**config.mk**
```make
export PLATFORM = sky130hd
export DESIGN_NAME = tick_timer
export DESIGN_NICKNAME = d
export VERILOG_FILES = /design/src/rtl/tick_timer_pkg.sv /design/src/rtl/tick_bus_decode.sv /design/src/rtl/tick_count_core.sv /design/src/rtl/tick_timer.sv
export SDC_FILE = /design/constraint.sdc
export NUM_CORES = 1
export LEC_CHECK = 0
export BUFFER_PORTS_ARGS = -buffer_cell sky130_fd_sc_hd__buf_2
export CORE_ASPECT_RATIO = 1.2
export CORE_UTILIZATION = 51
export CTS_CLUSTER_DIAMETER = 100
export DETAILED_ROUTE_END_ITERATION = 8
export PLACE_DENSITY = 0.77
export SLEW_MARGIN = 25
export SYNTH_ARGS = -nofsm -noshare
export SYNTH_HDL_FRONTEND = slang
export SYNTH_HIERARCHICAL = 1
export SYNTH_SLANG_ARGS = --single-unit
```
**constraint.sdc**
```tcl
create_clock -name clk -period 6.6 [get_ports clk]
set_input_delay 0.66 -clock clk [delete_from_list [all_inputs] [get_ports clk]]
set_output_delay 0.66 -clock clk [all_outputs]
set_load 0.01 [all_outputs]
```
**src/rtl/tick_timer_pkg.sv**
```systemverilog
package tick_timer_pkg;

    localparam int unsigned DATA_W   = 32;
    localparam int unsigned FLAG_POS = 16;

    localparam logic [1:0] SIZE_WORD = 2'd2;

    localparam logic [7:0] OFS_CTRL  = 8'h00;
    localparam logic [7:0] OFS_RLD   = 8'h04;
    localparam logic [7:0] OFS_CUR   = 8'h08;
    localparam logic [7:0] OFS_CAL   = 8'h0C;

    // bit 0 = run_en, bit 1 = int_en, bit 2 = src_core
    typedef struct packed {
        logic src_core;
        logic int_en;
        logic run_en;
    } ctrl_t;

    typedef struct packed {
        logic ctrl;
        logic rld;
        logic cur;
        logic cal;
    } reg_hit_t;

endpackage

```
**src/rtl/tick_bus_decode.sv**
```systemverilog
module tick_bus_decode
    import tick_timer_pkg::*;
#(
    parameter int unsigned ADDR_W = 8
) (
    input  logic              clk,
    input  logic              rst_n,
    input  logic              sel,
    input  logic              write,
    input  logic [ADDR_W-1:0] addr,
    input  logic [1:0]        size,
    input  logic              unpriv,
    output logic              acc_err,
    output reg_hit_t          rd_hit,
    output reg_hit_t          wr_hit
);

    logic     acc_ok;
    reg_hit_t hit;

    always_comb begin
        acc_ok   = sel & ~unpriv & (size == SIZE_WORD);
        acc_err  = sel & ~acc_ok;
        hit.ctrl = (addr == ADDR_W'(OFS_CTRL));
        hit.rld  = (addr == ADDR_W'(OFS_RLD));
        hit.cur  = (addr == ADDR_W'(OFS_CUR));
        hit.cal  = (addr == ADDR_W'(OFS_CAL));
        rd_hit   = (acc_ok & ~write) ? hit : '0;
        wr_hit   = (acc_ok &  write) ? hit : '0;
    end


    one_target_chk: assert property (@(posedge clk) disable iff (!rst_n)
        $onehot0({rd_hit, wr_hit}));


    err_no_strobe_chk: assert property (@(posedge clk) disable iff (!rst_n)
        acc_err |-> (rd_hit == '0 && wr_hit == '0));

endmodule

```
**src/rtl/tick_count_core.sv**
```systemverilog
module tick_count_core #(
    parameter int unsigned CNT_W = 24
) (
    input  logic             clk,
    input  logic             rst_n,
    input  logic             run,
    input  logic             step,
    input  logic             load,
    input  logic [CNT_W-1:0] rld_val,
    output logic [CNT_W-1:0] cnt,
    output logic             expire
);

    typedef struct packed {
        logic [CNT_W-1:0] cnt;
    } core_st_t;

    core_st_t st_d, st_q;
    logic     advance;
    logic     at_zero;

    always_comb begin
        st_d    = st_q;
        at_zero = (st_q.cnt == '0);
        advance = run & step & ~load;
        expire  = advance & at_zero;
        if (load) begin
            st_d.cnt = rld_val;
        end else if (advance) begin
            st_d.cnt = at_zero ? rld_val : st_q.cnt - 1'b1;
        end
    end

    always_ff @(posedge clk) begin
        if (!rst_n) st_q <= '0;
        else        st_q <= st_d;
    end

    assign cnt = st_q.cnt;


    frozen_when_idle_chk: assert property (@(posedge clk) disable iff (!rst_n)
        (!run && !load) |=> $stable(st_q.cnt));


    load_takes_reload_chk: assert property (@(posedge clk) disable iff (!rst_n)
        load |=> (st_q.cnt == $past(rld_val)));

endmodule

```
**src/rtl/tick_timer.sv**
```systemverilog
module tick_timer
    import tick_timer_pkg::*;
#(
    parameter int unsigned ADDR_W    = 8,
    parameter int unsigned CNT_W     = 24,
    parameter int unsigned CAL_VALUE = 10000
) (
    input  logic              clk,
    input  logic              rst_n,
    input  logic              ref_tick_en,
    input  logic              bus_sel,
    input  logic              bus_write,
    input  logic [ADDR_W-1:0] bus_addr,
    input  logic [1:0]        bus_size,
    input  logic              bus_unpriv,
    input  logic [31:0]       bus_wdata,
    output logic [31:0]       bus_rdata,
    output logic              bus_err,
    output logic              irq_pulse
);

    localparam int unsigned CTRL_W = $bits(ctrl_t);

    typedef struct packed {
        ctrl_t            ctrl;
        logic             flag;
        logic [CNT_W-1:0] rld;
        logic             irq;
    } top_st_t;

    top_st_t          st_d, st_q;
    reg_hit_t         rd_hit, wr_hit;
    ctrl_t            wr_ctrl;
    logic             en_keep, en_rise, src_flip;
    logic             load_cnt, step;
    logic [CNT_W-1:0] cnt;
    logic             expire;

    tick_bus_decode #(.ADDR_W(ADDR_W)) u_decode (
        .clk     (clk),
        .rst_n   (rst_n),
        .sel     (bus_sel),
        .write   (bus_write),
        .addr    (bus_addr),
        .size    (bus_size),
        .unpriv  (bus_unpriv),
        .acc_err (bus_err),
        .rd_hit  (rd_hit),
        .wr_hit  (wr_hit)
    );

    tick_count_core #(.CNT_W(CNT_W)) u_core (
        .clk     (clk),
        .rst_n   (rst_n),
        .run     (en_keep),
        .step    (step),
        .load    (load_cnt),
        .rld_val (st_q.rld),
        .cnt     (cnt),
        .expire  (expire)
    );

    // control-write side effects on the counter
    always_comb begin
        wr_ctrl  = ctrl_t'(bus_wdata[CTRL_W-1:0]);
        en_keep  = st_q.ctrl.run_en & ~(wr_hit.ctrl & ~wr_ctrl.run_en);
        en_rise  = wr_hit.ctrl & wr_ctrl.run_en & ~st_q.ctrl.run_en;
        src_flip = wr_hit.ctrl & st_q.ctrl.run_en & wr_ctrl.run_en
                 & (wr_ctrl.src_core != st_q.ctrl.src_core);
        load_cnt = wr_hit.cur | src_flip | (en_rise & (cnt == '0));
        step     = st_q.ctrl.src_core | ref_tick_en;
    end

    // next state
    always_comb begin
        st_d = st_q;
        if (wr_hit.ctrl) st_d.ctrl = wr_ctrl;
        if (wr_hit.rld)  st_d.rld  = bus_wdata[CNT_W-1:0];
        if (rd_hit.ctrl || wr_hit.cur) st_d.flag = 1'b0;
        if (expire) begin
            st_d.flag = 1'b1;
            if (st_q.rld == '0) st_d.ctrl.run_en = 1'b0;
        end
        st_d.irq = expire & st_q.ctrl.int_en;
    end

    always_ff @(posedge clk) begin
        if (!rst_n) st_q <= '0;
        else        st_q <= st_d;
    end

    // read mux
    always_comb begin
        bus_rdata = '0;
        if (rd_hit.ctrl) begin
            bus_rdata[FLAG_POS]   = st_q.flag;
            bus_rdata[CTRL_W-1:0] = st_q.ctrl;
        end else if (rd_hit.rld) begin
            bus_rdata[CNT_W-1:0] = st_q.rld;
        end else if (rd_hit.cur) begin
            bus_rdata[CNT_W-1:0] = st_q.ctrl.run_en ? cnt : '0;
        end else if (rd_hit.cal) begin
            bus_rdata = DATA_W'(CAL_VALUE);
        end
    end

    assign irq_pulse = st_q.irq;


    irq_has_flag_chk: assert property (@(posedge clk) disable iff (!rst_n)
        irq_pulse |-> st_q.flag);


    irq_single_chk: assert property (@(posedge clk) disable iff (!rst_n)
        irq_pulse |=> !irq_pulse);


    oneshot_stop_chk: assert property (@(posedge clk) disable iff (!rst_n)
        (expire && st_q.rld == '0) |=> !st_q.ctrl.run_en);


    err_keeps_reload_chk: assert property (@(posedge clk) disable iff (!rst_n)
        bus_err |=> $stable(st_q.rld));


    err_keeps_flag_chk: assert property (@(posedge clk) disable iff (!rst_n)
        (bus_err && st_q.flag) |=> st_q.flag);


    err_keeps_ctrl_chk: assert property (@(posedge clk) disable iff (!rst_n)
        (bus_err && !expire) |=> $stable(st_q.ctrl));

endmodule

```
==> flow_metrics.py, run 1 <==
metrics = {
    "sta": {
        "hold_slack_ns": 0.522,
        "tightest_slew_ns": 1.00,
        "skew_ns": 0.00805,
        "setup_viol": 0,
        "grt_setup_unrepaired": "false",
        "min_period_over_period": 0.609,
        "finalCriticalPeriod_ns": 4.02,
        "max_freq_mhz": 249,
        "slew_headroom": 0.330,
        "tns_ns": 0,
        "finalMaxSlewViolations": 0,
        "hold_viol_final": 0,
    },
    "setup_path": {
        "crit_path_max_fanout": 19,
        "crit_required_ns": 6.86,
        "arrival_ns": 4.29,
        "endpoint_kind": "flip-flop",
        "crit_type": "in2reg",
        "critPathLaunchType": "primary input",
    },
    "global_routing": {
        "track_usage": 0.280,
        "grt_first_pass_wirelength_um": 16000,
        "overflow": 0,
        "grt_pass1_vias": 3254,
        "antenna_found_initial": 0,
        "grt_max_degree": 45,
    },
    "clock_network": {
        "htree_levels": 2,
        "cts.sinks": 53,
        "cts_buffers": 5,
        "insertion_delay_ns": 0.31,
        "cts_buffer_depth": 2,
        "path_clk_slew_ns": 0.10,
        "cts_setup_buffers": 0,
        "cts_tree": "yes",
        "post_cts_resized": 0,
        "ctsRootBufferMaster": "clkbuf_8",
        "holdBufCountCts": 0,
    },
    "run": {
        "drv_cap": 0,
    },
    "power": {
        "vdd_ir_drop_max_mv": 0.139,
        "finalPower_uw": 615,
        "powerDensity_nw_per_um2": 157,
        "leakage_nw": 1.43,
    },
    "floorplan": {
        "core_um2": 6570,
        "initial_core_util": 0.536,
        "num_io_pins": 82,
        "dieArea_um2": 7240,
        "die_h_um": 93.0,
        "die_w_um": 77.8,
        "row_count": 32,
    },
    "worst_hold_path": {
        "hp-class": "reg2reg",
    },
    "layout": {
        "fill_cells": 602,
        "final_cells": 583,
        "n_antenna_cell": 0,
        "syn2layout_area_growth_pct": 11.7,
        "drive_above_1_share": 0.191,
        "final_util": 0.599,
        "finalNetCount": 547,
        "regArea_um2": 1060,
        "multi_input_area_um2": 2210,
    },
    "place": {
        "dp_hpwl_um": 7080,
        "dp_cells": 575,
        "gpl.final_weighted_congestion": 0.906,
        "io_buffers": 65,
    },
    "detailed_routing": {
        "via_count": 3662,
        "finalWirelength_um": 9830,
        "wl_per_cell_um": 16.9,
        "antenna_left": 0,
        "detail_route.first_pass.iterations": 5,
        "drc": 0,
        "drt_iter0_markers": 375,
        "viasPerCell": 6.28,
    },
    "yosys": {
        "syn_area_um2": 3520,
        "syn_area_per_cell_um2": 7.77,
        "netlist_instances": 453,
        "yosysWarnings": 6,
    },
    "status": {
        "status": "finished, final reports clean",
    },
}
[worst max-delay path, stage by stage]
cell	delay, ns
buf_2	0.10
or4_4	0.59
nor4_1	0.30
buf_4	0.21
nor4bb_1	0.22
nand4_1	0.15
o21ai_1	0.47
inv_1	0.29
nand2_1	0.55
nand2_1	0.39
a21oi_1	0.22
a31o_1	0.12
[metrics by stage]
step / instance area, µm² / worst slack (ns)
2_1_floorplan: 3540 / 3.21
3_3_place_gp: 3790 / 2.32
3_5_place_dp: 3790 / 2.34
4_1_cts: 3930 / 2.65
5_1_grt: 3930 / 2.28
6_report: 3930 / 2.58
[routing by layer]
layer | wire, µm | GRT usage
met5 | 0 | 0
met4 | 282 | 0.121
met3 | 798 | 0.0420
met2 | 4670 | 0.472
met1 | 4080 | 0.352
[area by class of cell]
type | instances | share of cell area
Clock buffer | 5 | 0.0175
Clock inverter | 3 | 0.0175
Timing Repair Buffer | 70 | 0.0923
Tap cell | 85 | 0.0271
Inverter | 13 | 0.0124
Sequential cell | 53 | 0.270
Multi-Input combinational cell | 354 | 0.563
[final timing paths]
check / start / endpoint / slack, ns / cells past startpoint
worst min register to register: st_q[25]$_SDFFE_PN0P_ / st_q[25]$_SDFFE_PN0P_ / 0.52 / 2
worst max register to register: u_core/cnt[16]$_SDFFE_PN0P_ / u_core/cnt[23]$_SDFFE_PN0P_ / 3.21 / 7
worst max-delay path: bus_addr[1] / u_core/cnt[12]$_SDFFE_PN0P_ / 2.58 / 12
worst min-delay path: st_q[25]$_SDFFE_PN0P_ / st_q[25]$_SDFFE_PN0P_ / 0.52 / 2
[sequential cells by signal (all words and copies together) (netlist names)]
signal	count
st_q	28
irq_pulse	1
u_core/cnt	24
[cells in the final DEF, fill, tap and decap left out, types with 2 or more instances in the layout]
cell type  count
nor3b_1        2
nor3_1        17
inv_1         13
a41oi_1        2
o21ai_0        8
nand4_1        3
a31oi_1       11
nand3b_1      18
buf_4          5
buf_2         65
conb_1         8
nor2_1        16
or2_2          4
mux2i_1       26
o21ai_1       15
or4_1          6
a21oi_1       37
or3_1          4
or3b_2         2
nor4_1        26
o311ai_0       2
dfxtp_1       53
nand2_1       48
nor2b_1       30
o22ai_1        5
ha_1           2
clkbuf_8       5
a221oi_2       3
and2_1         5
nand3_1       16
a211oi_1       2
bufinv_16      2
nor4_2         2
o31a_1         2
a221oi_1       3
a22oi_1        3
nand2b_1       5
[report_power, final]
group | internal, mW | leakage, nW | switching [mW]
combinational | 0.0140 | 0.931 | 0.0158
sequential | 0.320 | 0.427 | 0.0000416
clock | 0.153 | 0.0687 | 0.113
total | 0.486 | 1.43 | 0.129
(Power assumes the default switching activity.)
==> inputs of run 2 (changes only) <==
- ABC_AREA: default -> 1
- CORE_UTILIZATION: 51 -> 50
- PLACE_DENSITY: 0.77 -> 0.79
- clock period: 6.6 -> 3.6 ns (I/O delays scaled with it)
==> flow_metrics.py, run 2 <==
metrics = {
    "status": {
        "status": "finished, final reports clean",
    },
    "global_routing": {
        "grt_max_degree": 45,
        "grt_first_pass_wirelength_um": 16500,
        "track_usage": 0.274,
        "antenna_found_initial": 0,
        "grt_pass1_vias": 3683,
        "overflow": 0,
    },
    "sta": {
        "min_period_over_period": 0.742,
        "skew_ns": 0.00695,
        "setup_viol": 0,
        "finalMaxSlewViolations": 0,
        "slew_headroom": 0.533,
        "max_freq_mhz": 375,
        "grt_setup_unrepaired": "false",
        "hold_slack_ns": 0.259,
        "tns_ns": 0,
        "hold_viol_final": 0,
        "tightest_slew_ns": 0.701,
        "finalCriticalPeriod_ns": 2.67,
    },
    "layout": {
        "n_antenna_cell": 0,
        "largest_reg_flops": 28,
        "final_common_cell": "nand2_1",
        "drive_above_1_share": 0.177,
        "fill_cells": 691,
        "final_cells": 748,
        "regArea_um2": 1060,
        "finalNetCount": 710,
        "final_util": 0.588,
        "mostFrequentLayoutCells": "141 x nand2_1, 110 x nor2_1, 65 x buf_2, 58 x inv_1, 57 x a21oi_1",
        "top_register": "st_q",
        "syn2layout_area_growth_pct": 11.8,
        "multi_input_area_um2": 2190,
    },
    "setup_path": {
        "endpoint_kind": "flip-flop",
        "rr_startpoint": "u_core/cnt[10]$_SDFFE_PN0P_",
        "critPathLaunchType": "primary input",
        "ff2ff_path_depth": 12,
        "critPathCapture": "u_core/cnt[0]$_SDFFE_PN0P_",
        "crit_required_ns": 3.82,
        "crit_path_max_fanout": 19,
        "reg2reg_to": "u_core/cnt[0]$_SDFFE_PN0P_",
        "cp-startpoint": "bus_addr[5]",
        "crit_type": "in2reg",
        "arrival_ns": 2.89,
        "reg2reg_slack_ns": 1.30,
    },
    "clock_network": {
        "insertion_delay_ns": 0.31,
        "cts_buffers": 5,
        "cts_buffer_depth": 2,
        "cts_tree": "yes",
        "post_cts_resized": 0,
        "cts_setup_buffers": 0,
        "path_clk_slew_ns": 0.11,
        "ctsRootBufferMaster": "clkbuf_8",
        "holdBufCountCts": 0,
        "htree_levels": 2,
        "cts.sinks": 53,
    },
    "power": {
        "sw_frac_of_total": 0.216,
        "power.switching_uw": 245,
        "powerDensity_nw_per_um2": 276,
        "p_clk_frac": 0.437,
        "finalPower_mw": 1.13,
        "vdd_ir_drop_max_mv": 0.250,
        "comb_power_share": 0.047,
        "power.internal_uw": 888,
        "leakage_nw": 2.07,
        "seq_power_share": 0.517,
    },
    "detailed_routing": {
        "detail_route.first_pass.iterations": 8,
        "finalWirelength_um": 9910,
        "antenna_left": 0,
        "wl_per_cell_um": 13.3,
        "via_count": 4002,
        "viasPerCell": 5.35,
        "drc": 0,
        "drt_iter0_markers": 299,
    },
    "floorplan": {
        "die_h_um": 95.8,
        "dieArea_um2": 7690,
        "die_w_um": 80.2,
        "initial_core_util": 0.526,
        "core_um2": 6980,
        "row_count": 33,
        "num_io_pins": 82,
    },
    "yosys": {
        "syn_area_um2": 3670,
        "syn_area_per_cell_um2": 6.05,
        "netlist_instances": 607,
        "yosysWarnings": 6,
    },
    "run": {
        "drv_cap": 0,
    },
    "place": {
        "dp_hpwl_um": 7350,
        "dp_cells": 740,
        "io_buffers": 65,
        "gpl.final_weighted_congestion": 0.914,
    },
    "worst_hold_path": {
        "hp-class": "in2reg",
    },
}
## run 2: cell count changes in the layout (fill, tap and decap cells not counted), sizes merged, moves of 11 or more
cell / delta
nand2: +105
nand3b: -17
o21ai: +37
mux2i: -26
nor3: -14
a31oi: -11
nor4: -29
nor2: +105
nor2b: -30
a21oi: +29
inv: +50
## run 2: layout make-up
class	instances	area share
tap	87	0.0265
inverter	66	0.0610
multi-input combinational	465	0.534
sequential	53	0.259
clock buffer	5	0.0168
timing repair buffer	69	0.0866
clock inverter	3	0.0168
## run 2: how the worst min path moves through the flow
stage	start	to	slack [ns]	cells past startpoint
after global placement	st_q[27]$_SDFFE_PN0P_	irq_pulse$_SDFF_PN0_	0.47	2
final	bus_wdata[23]	st_q[24]$_SDFFE_PN0P_	0.26	3
after global routing	bus_wdata[17]	st_q[18]$_SDFFE_PN0P_	0.25	3
after CTS	bus_wdata[23]	st_q[24]$_SDFFE_PN0P_	0.26	3
after floorplan	st_q[27]$_SDFFE_PN0P_	irq_pulse$_SDFF_PN0_	0.44	2
after detailed placement	st_q[27]$_SDFFE_PN0P_	irq_pulse$_SDFF_PN0_	0.47	2
## run 2: worst max-delay path: stages
cell and delay (ns):
buf_2 0.10, inv_1 0.04, nand2_1 0.05, nor2_2 0.16, nand2_1 0.10, nor2_1 0.30, inv_2 0.10, nor3_1 0.20
a21oi_1 0.10, nand2_1 0.09, inv_1 0.10, nand2_1 0.11, clkinv_1 0.49, a21oi_1 0.32, o21ai_0 0.14, nand2_1 0.08
inv_1 0.04
## run 2: power by group through the flow
stage,Clock (mW),Sequential [mW],Combinational [mW]
after floorplan,0,0.600,0.0311
after detailed placement,0,0.600,0.0526
final,0.495,0.586,0.0527
after global placement,0,0.600,0.0508
after global routing,0.532,0.586,0.0595
after CTS,0.499,0.586,0.0528
## run 2: routing by layer
metal | up-vias | track usage | part of all wire
met5 | - | 0 | 0
met4 | 0 | 0.118 | 0.029
met3 | 23 | 0.0370 | 0.058
met2 | 147 | 0.478 | 0.49
met1 | 1815 | 0.335 | 0.43
li1 | 2017 | - | -
## run 2: metrics by stage
stage                     setup slack (ns)  instance area, µm²
after global placement               0.851                3970
after floorplan                       1.44                3700
after global routing                 0.553                4100
after CTS                             1.02                4100
after detailed placement             0.709                3970
final                                0.930                4100
==> inputs of run 3 (changes only) <==
- clock period: 3.6 -> 2.2 ns (I/O delays scaled with it)
==> flow_metrics.py, run 3 (synthesis results as in run 2) <==
metrics = {
    "global_routing": {
        "grt_pass1_vias": 3667,
        "track_usage": 0.278,
        "grt_max_degree": 35,
        "grt_first_pass_wirelength_um": 16700,
        "overflow": 0,
        "antenna_found_initial": 0,
    },
    "floorplan": {
        "row_count": 33,
        "die_w_um": 80.2,
        "num_io_pins": 82,
        "core_um2": 6980,
        "initial_core_util": 0.526,
        "dieArea_um2": 7690,
        "die_h_um": 95.8,
    },
    "setup_path": {
        "arrival_ns": 2.16,
        "cp.depth": 17,
        "cp_slowest_cell": "nor2_1",
        "crit_type": "in2reg",
        "reg2reg_slack_ns": 0.31,
        "rr_startpoint": "u_core/cnt[8]$_SDFFE_PN0P_",
        "worstPathCellList": "buf_2 -> inv_1 -> nand2_1 -> nor2_2 -> nand2_1 -> nor2_1 -> inv_2 -> nor3_1 -> a21oi_1 -> nand2_1 -> inv_1 -> nand2_1 -> clkinv_1 -> buf_4 -> a21oi_1 -> nand2_1 -> a21oi_1",
        "critPathLaunchType": "primary input",
        "crit_family": "simple AND/OR/NAND/NOR gates",
        "reg2reg_to": "u_core/cnt[22]$_SDFFE_PN0P_",
        "crit_path_max_fanout": 19,
        "ff2ff_path_depth": 12,
        "crit_path_frequent_cell": "nand2_1",
        "path_buf_inv": 6,
        "crit_required_ns": 2.44,
        "slowest_delay_ns": 0.23,
        "endpoint_kind": "flip-flop",
    },
    "sta": {
        "finalCriticalPeriod_ns": 1.92,
        "min_period_over_period": 0.874,
        "hold_slack_ns": 0.124,
        "tightest_slew_ns": 0.502,
        "slew_headroom": 0.665,
        "setup_viol": 0,
        "grt_setup_unrepaired": "false",
        "max_freq_mhz": 520,
        "skew_ns": 0.0108,
        "finalMaxSlewViolations": 0,
        "hold_viol_final": 0,
        "tns_ns": 0,
    },
    "layout": {
        "syn2layout_area_growth_pct": 13.2,
        "mostFrequentLayoutCells": "141 x nand2_1, 110 x nor2_1, 65 x buf_2, 58 x inv_1, 57 x a21oi_1",
        "stdcell_area_um2": 4160,
        "top_register": "st_q",
        "final_util": 0.595,
        "final_common_cell": "nand2_1",
        "largest_reg_flops": 28,
        "drive_above_1_share": 0.188,
        "n_antenna_cell": 0,
        "finalNetCount": 718,
    },
    "power": {
        "powerDensity_nw_per_um2": 398,
        "vdd_ir_drop_max_mv": 0.251,
        "leakage_nw": 2.10,
    },
    "detailed_routing": {
        "wl_per_cell_um": 13.4,
        "viasPerCell": 5.36,
        "antenna_left": 0,
        "via_count": 4053,
        "drt_iter0_markers": 291,
        "finalWirelength_um": 10100,
        "detail_route.first_pass.iterations": 5,
        "drc": 0,
    },
    "place": {
        "place_area_um2": 4050,
        "dp_hpwl_um": 7670,
        "io_buffers": 65,
        "gpl.final_weighted_congestion": 0.935,
    },
    "worst_hold_path": {
        "worstHoldEndpoint": "st_q[24]$_SDFFE_PN0P_",
        "min_path_cells": 3,
        "hold_start": "bus_wdata[23]",
        "hp-class": "in2reg",
    },
    "run": {
        "drv_cap": 0,
    },
    "clock_network": {
        "ctsRootBufferMaster": "clkbuf_8",
        "path_clk_slew_ns": 0.10,
        "insertion_delay_ns": 0.31,
        "htree_levels": 2,
        "cts_buffers": 5,
        "cts_buffer_depth": 2,
        "cts.sinks": 53,
        "cts_tree": "yes",
        "holdBufCountCts": 0,
    },
    "status": {
        "status": "finished, final reports clean",
    },
}
[run 3: cell types whose count changed in the layout (fill, tap and decap cells not counted), sizes merged]
cell,change
buf,+8
bufinv,-2
clkbuf,+1
clkinv,+1
[run 3: timing repair]
| action | 4_1_cts | 5_1_grt |
|---|---|---|
| endpoints found under the setup margin | 0 | 1 |
| resized for setup | 0 | 1 |
| buffers inserted | 0 | 0 |
[run 3: how the worst max path moves through the flow]
stage,slack [ns],from,endpoint
after floorplan,0.18,bus_addr[4],u_core/cnt[16]$_SDFFE_PN0P_
after global placement,0.06,bus_addr[4],u_core/cnt[0]$_SDFFE_PN0P_
after detailed placement,0.01,bus_addr[4],u_core/cnt[3]$_SDFFE_PN0P_
after CTS,0.27,bus_unpriv,bus_rdata[1]
after global routing,0.004,bus_addr[4],u_core/cnt[3]$_SDFFE_PN0P_
final,0.28,bus_addr[4],u_core/cnt[22]$_SDFFE_PN0P_
[run 3: cell type report]
cell class	count	area, µm²
clock buffers	6	82.6
clock inverters	2	17.5
fillers	690	2820
inverters	66	250
multi-input cells	465	2190
flip-flops and latches	53	1060
well taps	87	109
repair buffers	77	440
[run 3: worst reg2reg max path, cell delays in order, from the launching register on]
cell and delay [ns]:
dfxtp_1 0.42, nor2_1 0.13, nand2_1 0.06, nor2_1 0.19
nand4_1 0.11, nand2_1 0.11, inv_1 0.06, nand2_1 0.11
clkinv_1 0.07, buf_4 0.20, a21oi_1 0.16, nand2_1 0.07
a21oi_1 0.11
[run 3: through the flow]
step,power (mW),setup WS (ns),instances
detailed placement,1.07,0.0131,748
finish,1.66,0.277,756
global placement,1.07,0.0601,748
floorplan,1.03,0.175,614
CTS,1.66,0.267,756
global route,1.72,0.00351,756
[run 3: power breakdown]
group	internal, mW	total, mW	leakage, nW	switching [mW]
Sequential	0.959	0.959	0.427	0.000312
Combinational	0.0378	0.0880	1.63	0.0502
Clock	0.262	0.608	0.0518	0.346
[run 3: per-layer routing]
metal	track usage	share of wire	up-vias
li1	-	-	2033
met1	0.348	0.42	1825
met2	0.491	0.50	165
met3	0.0218	0.055	30
met4	0.112	0.032	0
met5	0	0	-
